### src/rtl/bcd_addcor_pkg.sv
package bcd_addcor_pkg;
  localparam int NIB_W = 4;
  localparam logic [NIB_W-1:0] DIGIT_BIAS = 4'h6;

  typedef enum logic [1:0] {
    OP_BIAS = 2'b00,
    OP_ADD  = 2'b01,
    OP_CORR = 2'b10,
    OP_ICOR = 2'b11
  } bcd_op_e;
endpackage

### src/rtl/bcd_nibble_chain.sv
// Binary adder built as a ripple of nibble adders; exposes each nibble carry.
module bcd_nibble_chain
  import bcd_addcor_pkg::*;
#(
  parameter int DIGITS = 8,
  localparam int W = DIGITS * NIB_W
) (
  input  logic [W-1:0]      a,
  input  logic [W-1:0]      b,
  output logic [W-1:0]      sum,
  output logic [DIGITS-1:0] nib_cy
);
  logic [DIGITS:0] chain;
  assign chain[0] = 1'b0;

  for (genvar g = 0; g < DIGITS; g++) begin : g_nib
    logic [NIB_W:0] part;
    assign part = {1'b0, a[g*NIB_W +: NIB_W]} + {1'b0, b[g*NIB_W +: NIB_W]}
                + {{NIB_W{1'b0}}, chain[g]};
    assign sum[g*NIB_W +: NIB_W] = part[NIB_W-1:0];
    assign chain[g+1] = part[NIB_W];
    assign nib_cy[g]  = part[NIB_W];
  end
endmodule

### src/rtl/bcd_digit_fix.sv
// Per-nibble correction: -6 on uncarried digits, optional +6 re-bias; no inter-nibble carry.
module bcd_digit_fix
  import bcd_addcor_pkg::*;
#(
  parameter int DIGITS = 8,
  localparam int W = DIGITS * NIB_W
) (
  input  logic [W-1:0]      din,
  input  logic [DIGITS-1:0] cy,
  input  logic              rebias,
  output logic [W-1:0]      dout
);
  localparam logic [NIB_W-1:0] MINUS_BIAS = NIB_W'(0) - DIGIT_BIAS;

  for (genvar g = 0; g < DIGITS; g++) begin : g_fix
    logic [NIB_W-1:0] adj;
    logic [NIB_W-1:0] rb;
    assign adj = cy[g] ? '0 : MINUS_BIAS;
    assign rb  = rebias ? DIGIT_BIAS : '0;
    assign dout[g*NIB_W +: NIB_W] = din[g*NIB_W +: NIB_W] + adj + rb;
  end
endmodule

### src/rtl/bcd_addcor_unit.sv
module bcd_addcor_unit
  import bcd_addcor_pkg::*;
#(
  parameter int DIGITS = 8,
  localparam int W = DIGITS * NIB_W
) (
  input  logic          clk,
  input  logic          rst_n,
  input  logic          in_valid,
  input  logic [1:0]    op,
  input  logic [W-1:0]  opa,
  input  logic [W-1:0]  opb,
  input  logic          trap_en,
  input  logic          trap_clr,
  output logic          out_valid,
  output logic [W-1:0]  result,
  output logic          dec_cout,
  output logic          trap_flag
);
  localparam logic [W-1:0] BIAS_WORD = {DIGITS{DIGIT_BIAS}};

  // reset synchronizer: assert async, release on clock
  logic [1:0] rst_pipe;
  logic       rst_s_n;
  always_ff @(posedge clk or negedge rst_n) begin
    if (!rst_n) rst_pipe <= 2'b00;
    else        rst_pipe <= {rst_pipe[0], 1'b1};
  end
  assign rst_s_n = rst_pipe[1];

  bcd_op_e op_e;
  assign op_e = bcd_op_e'(op);

  logic [W-1:0]      add_b, add_sum, fix_out;
  logic [DIGITS-1:0] add_cy;
  logic [DIGITS-1:0] cy_q, cy_d;
  logic [W-1:0]      res_d;
  logic              trap_d, cout_d;
  logic              res_en, cy_en;

  assign add_b = (op_e == OP_BIAS) ? BIAS_WORD : opb;

  bcd_nibble_chain #(.DIGITS(DIGITS)) u_chain (
    .a(opa), .b(add_b), .sum(add_sum), .nib_cy(add_cy)
  );

  bcd_digit_fix #(.DIGITS(DIGITS)) u_fix (
    .din(opa), .cy(cy_q), .rebias(op_e == OP_ICOR), .dout(fix_out)
  );

  // next-state
  always_comb begin
    res_en = in_valid;
    cy_en  = in_valid && (op_e == OP_ADD);
    unique case (op_e)
      OP_BIAS, OP_ADD: res_d = add_sum;
      default:         res_d = fix_out;
    endcase
    cy_d   = add_cy;
    cout_d = add_cy[DIGITS-1];
    if (in_valid && (op_e == OP_BIAS) && trap_en && (|add_cy)) trap_d = 1'b1;
    else if (trap_clr)                                          trap_d = 1'b0;
    else                                                        trap_d = trap_flag;
  end

  // registers
  always_ff @(posedge clk or negedge rst_s_n) begin
    if (!rst_s_n) begin
      out_valid <= 1'b0;
      result    <= '0;
      cy_q      <= '0;
      dec_cout  <= 1'b0;
      trap_flag <= 1'b0;
    end else begin
      out_valid <= in_valid;
      trap_flag <= trap_d;
      if (res_en) result <= res_d;
      if (cy_en) begin
        cy_q     <= cy_d;
        dec_cout <= cout_d;
      end
    end
  end


  valid_follow_chk: assert property (@(posedge clk) disable iff (!rst_s_n)
    in_valid |=> out_valid);

  valid_quiet_chk: assert property (@(posedge clk) disable iff (!rst_s_n)
    !in_valid |=> (!out_valid && $stable(result)));

  trap_sticky_chk: assert property (@(posedge clk) disable iff (!rst_s_n)
    (trap_flag && !trap_clr) |=> trap_flag);

  carry_hold_chk: assert property (@(posedge clk) disable iff (!rst_s_n)
    !(in_valid && op == 2'b01) |=> ($stable(cy_q) && $stable(dec_cout)));

  trap_gate_chk: assert property (@(posedge clk) disable iff (!rst_s_n)
    (!trap_flag && !(in_valid && op == 2'b00 && trap_en)) |=> !trap_flag);
endmodule

### config.mk
export PLATFORM = sky130hd
export DESIGN_NAME = bcd_addcor_unit
export DESIGN_NICKNAME = d
export VERILOG_FILES = /design/src/rtl/bcd_addcor_pkg.sv /design/src/rtl/bcd_nibble_chain.sv /design/src/rtl/bcd_digit_fix.sv /design/src/rtl/bcd_addcor_unit.sv
export SDC_FILE = /design/constraint.sdc
export NUM_CORES = 1
export LEC_CHECK = 0
export BUFFER_PORTS_ARGS = -buffer_cell sky130_fd_sc_hd__clkbuf_2
export CORE_UTILIZATION = 48
export CTS_CLUSTER_DIAMETER = 200
export DETAILED_ROUTE_END_ITERATION = 8
export PLACE_DENSITY = 0.89
export SYNTH_ARGS = -nofsm -noshare
export SYNTH_HDL_FRONTEND = slang
export SYNTH_SLANG_ARGS = --single-unit
### constraint.sdc
create_clock -name clk -period 1.4 [get_ports clk]
set_input_delay 0 -clock clk [delete_from_list [all_inputs] [get_ports clk]]
set_output_delay 0 -clock clk [all_outputs]
set_load 0.005 [all_outputs]
# Word-level counts from Yosys, hierarchy flattened
# Cells that the tools add are included.
# word_totals
register_bits	45
input_bits	71
out_inout_bits	35
word_cells	60
# op_classes
n_addsub	31
eq_ne	2
muxes	13
n_reduce_logical	8
# ops
op	n
2-to-1 mux 32 bit	2
adder 4 bit	15
adder 4 x 4 -> 5 bit	8
adder 5 x 1 -> 5 bit	7
2-to-1 mux 4 bit	8
OR reduction 8 bit	1
adder 4 x 3 -> 4 bit	1
logical AND 1 bit	4
2-to-1 mux 3 bit	1
equality test 2 x 1 -> 1 bit, second input constant	1
equality test 2 bit, second input constant	1
zero test 2 bit	1
2-to-1 mux 1 bit	2
nonzero test 2 bit	1
OR reduction 2 bit	1

# Depth between registers and ports, before layout
# depth
depth_word	13
depth_mapped	49
depth_no_buf	47

# By module
# From an unflattened synthesis, not the netlist that was laid out.
# unflattened
cells_unflattened	365
hier_area_um2	3846.2
# modules_own_cells
module	instances	cells_per_inst	area_each_um2	seq_area_each_um2
bcd_addcor_unit	1	203	2175.8	1101.1
bcd_nibble_chain	1	98	1009.7	0.0
bcd_digit_fix	1	64	660.6	0.0

# Worst setup path before layout
# Ideal clock, no wire load.
# synth_timing
path_kind	input port to flip-flop
startpoint	input port op[1]
endpoint	register trap_flag
setup_ps	66
arrival_time_ps	9027
required_time_ps	1334
setup_slack_ps	-7693
cell_stages	48
n_path_buf	2
cell_sequence	clkbuf_1 > nor2_1 > clkbuf_1 > or2_1 > inv_2 > fa_1 > nand2b_1 > a21oi_1 > fa_1 > inv_1 > fa_1 > nor2b_1 > o21a_1 > nor2_2 > inv_1 > fa_1 > inv_1 > fa_1 > (+12 left out) > fa_1 > inv_1 > fa_1 > nand2b_1 > a21oi_1 > fa_1 > inv_1 > fa_1 > nand2b_1 > a21oi_1 > fa_1 > inv_1 > fa_1 > nor2b_4 > or2_4 > a211oi_2 > nand4_1 > a41o_1
# synth_via
elab_chain_len	13
elab_cells_between_ends	23
classes_between	add/sub (15); mux (2); reduce/logical (6)
# synth_rtl
item	line	source
start: declaration	bcd_addcor_unit.sv:10	input logic [1:0] op,
zero test 2 bit (*)	bcd_addcor_unit.sv:41	assign add_b = (op_e == OP_BIAS) ? BIAS_WORD : opb;
2-to-1 mux 32 bit (*)	bcd_addcor_unit.sv:41	
adder 4 x 4 -> 5 bit (*)	bcd_nibble_chain.sv:18	assign part = {1'b0, a[g*NIB_W +: NIB_W]} + {1'b0, b[g*NIB_W +: NIB_W]}
via add_cy[0]	bcd_addcor_unit.sv:35	logic [DIGITS-1:0] add_cy;
adder 5 x 1 -> 5 bit (*)	bcd_nibble_chain.sv:19	+ {{NIB_W{1'b0}}, chain[g]};
via add_cy[1]	bcd_addcor_unit.sv:35	
adder 5 x 1 -> 5 bit (*)	bcd_nibble_chain.sv:19	
via add_cy[2]	bcd_addcor_unit.sv:35	
(+2 left out)	-	
via add_cy[4]	bcd_addcor_unit.sv:35	
adder 5 x 1 -> 5 bit (*)	bcd_nibble_chain.sv:19	
via add_cy[5]	bcd_addcor_unit.sv:35	
adder 5 x 1 -> 5 bit (*)	bcd_nibble_chain.sv:19	
via add_cy[6]	bcd_addcor_unit.sv:35	
adder 5 x 1 -> 5 bit	bcd_nibble_chain.sv:19	
OR reduction 8 bit (*)	bcd_addcor_unit.sv:61	if (in_valid && (op_e == OP_BIAS) && trap_en && (|add_cy)) trap_d = 1'b1;
logical AND 1 bit (*)	bcd_addcor_unit.sv:61	
2-to-1 mux 1 bit or nonzero test 2 bit (tied branches)	-	
end signal: assignment	bcd_addcor_unit.sv:76	trap_flag <= trap_d;
end: declaration	bcd_addcor_unit.sv:18	output logic trap_flag
# The timed path passes the listed nets; every way through them passes the cells marked *.
# A chain may end at the register's enable or synchronous reset.

# Final worst setup path
# layout_timing
startpoint	input port op[0]
endpoint	register trap_flag
# The elaborated chain is that of the path after synthesis.

==> results.rst <==
.. list-table::
   :header-rows: 1

   * - Metric
     - Value
   * - Run status
     - finished with violations
   * - Failing checks
     - negative setup slack
   * - Filler Cells Inserted
     - about 490
   * - Per-cell routed wire length
     - between 15 and 20 um
   * - Yosys top cell by area
     - dfrtp_1
   * - Final setup skew
     - 7.43 ps
   * - Number of antenna-violating nets in the routed design
     - 0
   * - RSZ-0062 raised after global routing
     - true
   * - Synth cell types
     - 35
   * - Total number of clock tree sinks
     - 44
   * - Biggest cell delay along the critical path
     - 380 ps
   * - Wire length reported by the detailed router
     - about 11000 um
   * - Critical path data required time
     - around 1600 ps
   * - Placer's final routability congestion estimate
     - slightly below 0.9
   * - Root buffer cell
     - clkbuf_8
   * - Mux contribution to synthesized area
     - 0.0331
   * - Hold Worst Slack
     - 25.8 ps
   * - Power Density
     - 936 mW/mm^2
   * - Setup violation total in the final timing report
     - 37
   * - Final Cycle Share
     - 5.62
   * - Clock-pin slew on the worst setup and hold paths
     - 90 ps
   * - Path class of the lowest-slack min-delay path
     - input pin to register
   * - Average instance area after synthesis
     - 9.12 um^2
   * - Maximum VDD drop
     - 0.585 mV
   * - # Max-Cap Violations
     - 0
   * - Adder and majority cell fraction of the synthesized area
     - 0.255
   * - Simple logic cell fraction of the synthesized area
     - 0.150
   * - Top cell type's share of synthesized area
     - 0.288
   * - Clock period minus final worst setup slack
     - 7870 ps
   * - Initial cell density of the core
     - 0.494
   * - CTS tree
     - built
   * - Deepest level of the CTS H-tree
     - 2
   * - Residual DRC
     - 0
   * - Via count
     - 3685
   * - Class of the most critical setup path
     - input pin to register
   * - Lkg Pwr
     - 2.90 nW
   * - Antenna violations before repair
     - 0
   * - Maximum operating frequency
     - 127 MHz
   * - Global routing usage summed across all routing layers
     - 0.266
   * - Detailed-router iteration count before antenna repair
     - 6
   * - Syn Inst Count
     - 419
   * - Post-Synth XOR/XNOR Area
     - 0.0871
   * - Ys Warns
     - 0
   * - Top Ports
     - 106
   * - Worst Slack Setup Final
     - -6470 ps
   * - Net Count, Synth
     - 554
   * - Synth top area cells
     - dfrtp_1, ha_1, fa_1, a21oi_1, xnor2_1
   * - Wire length of the first global-routing pass
     - about 17000 um
   * - Number of enable flip-flop cells after synthesis
     - 0
   * - Most common cell on crit path
     - fa_2
   * - Endpoint arrival time on the critical path
     - between 8000 and 9000 ps
   * - CTS Buf Count
     - 5
   * - Ys async rst share
     - 1.00
   * - Sort of element at the end of the critical path
     - register
   * - Netlist area before placement
     - 0.00382 mm^2
   * - CP startpoint kind
     - input pin
   * - Vertical extent of the die
     - 91.2 um
   * - Slowest library cell on the worst path
     - fa_2
   * - CTS Buffer Depth
     - 2
   * - Setup tns final
     - -128180 ps
   * - Via count of the first global-routing pass
     - 3784
   * - Highest fanout seen on the critical path
     - 3
   * - Width of the chip
     - about 90 um
   * - Total power
     - 5.34 mW
   * - Fraction of final layout cells with drive strength greater than 1
     - 0.487
   * - Gate family responsible for the most delay along the worst path
     - adder cells
   * - Leading register cell type out of synthesis
     - dfrtp_1
   * - Share of the synthesized area in compound gates (AO/OA/AOI/OAI)
     - 0.129
   * - Pin count of the biggest net entering global routing
     - 60
   * - Die ar.
     - 0.00832 mm^2
   * - Core Area
     - 0.00773 mm^2
   * - Number of buffers added on ports
     - 105
   * - Crit path buffers/inverters
     - 10
   * - Number of antenna cells inserted
     - 0
   * - Synthesis-stage register bit count
     - 44
   * - Dominant combinational cell family by area after synthesis
     - adder cells
   * - Worst-skew pair later-pin latency
     - ~300 ps
   * - Area growth syn-to-layout
     - 49.3%
   * - Cell with the most instances after synthesis
     - a21oi_1
   * - HPWL after detailed placement
     - 7910 um
   * - Cell types with the highest counts after synthesis
     - a21oi_1, nor2_1, dfrtp_1
   * - Mean number of vias per cell
     - 5.12
   * - Global route total overflow
     - 0
   * - Fraction of the yosys area taken by sequential cells
     - 0.288
   * - Fin. Hold Viols
     - 0
   * - Number of placement rows
     - 32
   * - Max-slew violations
     - 0
   * - Slack of the worst reg-to-reg path
     - -380 ps
   * - Initial DRC Count
     - 160
   * - Total Nets Final
     - about 750
final timing paths:
check	from	end	cells after the start
worst max-delay path	op[0]	trap_flag	47
worst min-delay path	opa[28]	result[28]	3
worst max register to register	cy_q[2]	result[11]	8
worst min register to register	rst_pipe[1]	result[5]	1
max in group asynchronous	rst_n	rst_pipe[1]	3
min in group asynchronous	rst_pipe[1]	result[5]	1
worst register-to-register path, delay by kind of cell, from the launching register on:
family | cells | cell delay (ps)
AO/OA/AOI/OAI | 2 | 210
XOR/XNOR | 2 | 320
adder cells (fa/ha/maj) | 2 | 630
buffers and inverters | 1 | 80
flip-flops | 1 | 360
AND/OR/NAND/NOR | 1 | 70
registers in the layout (all words and copies together) (netlist names):
name	count
rst_pipe	2
out_valid	1
cy_q	7
trap_flag	1
result	32
dec_cout	1
placed cells by master, fill, tap and decap left out, types with 2 or more instances in the layout:
master | netlist | routed
a21o_1 | 9 | 9
a21oi_1 | 57 | 42
a21oi_2 | 0 | 10
a21oi_4 | 1 | 6
buf_12 | 0 | 6
buf_4 | 0 | 88
buf_6 | 0 | 7
buf_8 | 0 | 2
clkbuf_2 | 0 | 103
clkbuf_8 | 0 | 5
dfrtp_1 | 44 | 43
dlygate4sd3_1 | 0 | 3
fa_1 | 23 | 7
fa_2 | 0 | 16
ha_1 | 41 | 39
inv_1 | 30 | 19
inv_2 | 7 | 17
mux2_4 | 0 | 5
mux2i_1 | 7 | 7
nand2_1 | 15 | 15
nand2b_4 | 0 | 5
nand3_1 | 2 | 2
nor2_1 | 52 | 48
nor2_2 | 1 | 4
nor2b_1 | 18 | 16
nor2b_2 | 0 | 2
o21ai_1 | 17 | 10
o21ai_2 | 0 | 7
or2_1 | 16 | 15
or2_4 | 1 | 2
xnor2_1 | 25 | 24
xor2_1 | 13 | 11
xor2_2 | 0 | 2
timing repair:
| item | in CTS | in global routing |
|---|---|---|
| pin swaps | 32 | 18 |
| setup buffers | 8 | 14 |
| endpoints found under the hold margin | 3 | 0 |
| gates resized for setup | 15 | 32 |
| hold buffers | 3 | 0 |
| endpoints found under the setup margin | 39 | 39 |
report_power, final:
group / internal (mW) / total [mW] / switching (mW)
registers: 1.51 / 1.66 / 0.145
logic: 1.42 / 2.65 / 1.23
clock network: 0.530 / 1.03 / 0.504
metal layers:
layer  vias to the layer above  wire length (um)  GRT usage
li1                       1766                 -          -
met4                         0               214     0.0860
met1                      1772              4540      0.326
met2                       126              5800      0.492
met3                        21               465     0.0201
met5                         -                 0          0
final cells by class:
type / instances / area [um^2] / share of cell area
clock buffer: 5 / 68.8 / 0.0121
multi-input combinational: 320 / 2790 / 0.488
timing repair buffer: 209 / 1440 / 0.252
sequential: 44 / 1100 / 0.193
clock inverter: 3 / 42.5 / 0.00746
inverter: 37 / 141 / 0.0248
tap: 102 / 128 / 0.0224
metrics by stage:
stage                util  instance area (um^2)  setup slack [ps]  cells
floorplan               -                  4050             -6870    419
global placement    0.679                  5250             -6840    688
detailed placement  0.679                  5250             -7170    688
CTS                 0.713                  5510             -6400    707
global route        0.738                  5700             -6790    720
finish              0.738                  5700             -6470    720
cell families (layout without fill, tap and decap cells):
logic type	after synthesis	in the layout
AO/OA/AOI/OAI	88	88
other	1	1
adder cells (fa/ha/maj)	64	64
AND/OR/NAND/NOR	117	117
XOR/XNOR	38	38
buffers and inverters	55	254
flip-flops	44	44
multiplexers	12	12
(Power assumes the default switching activity.)
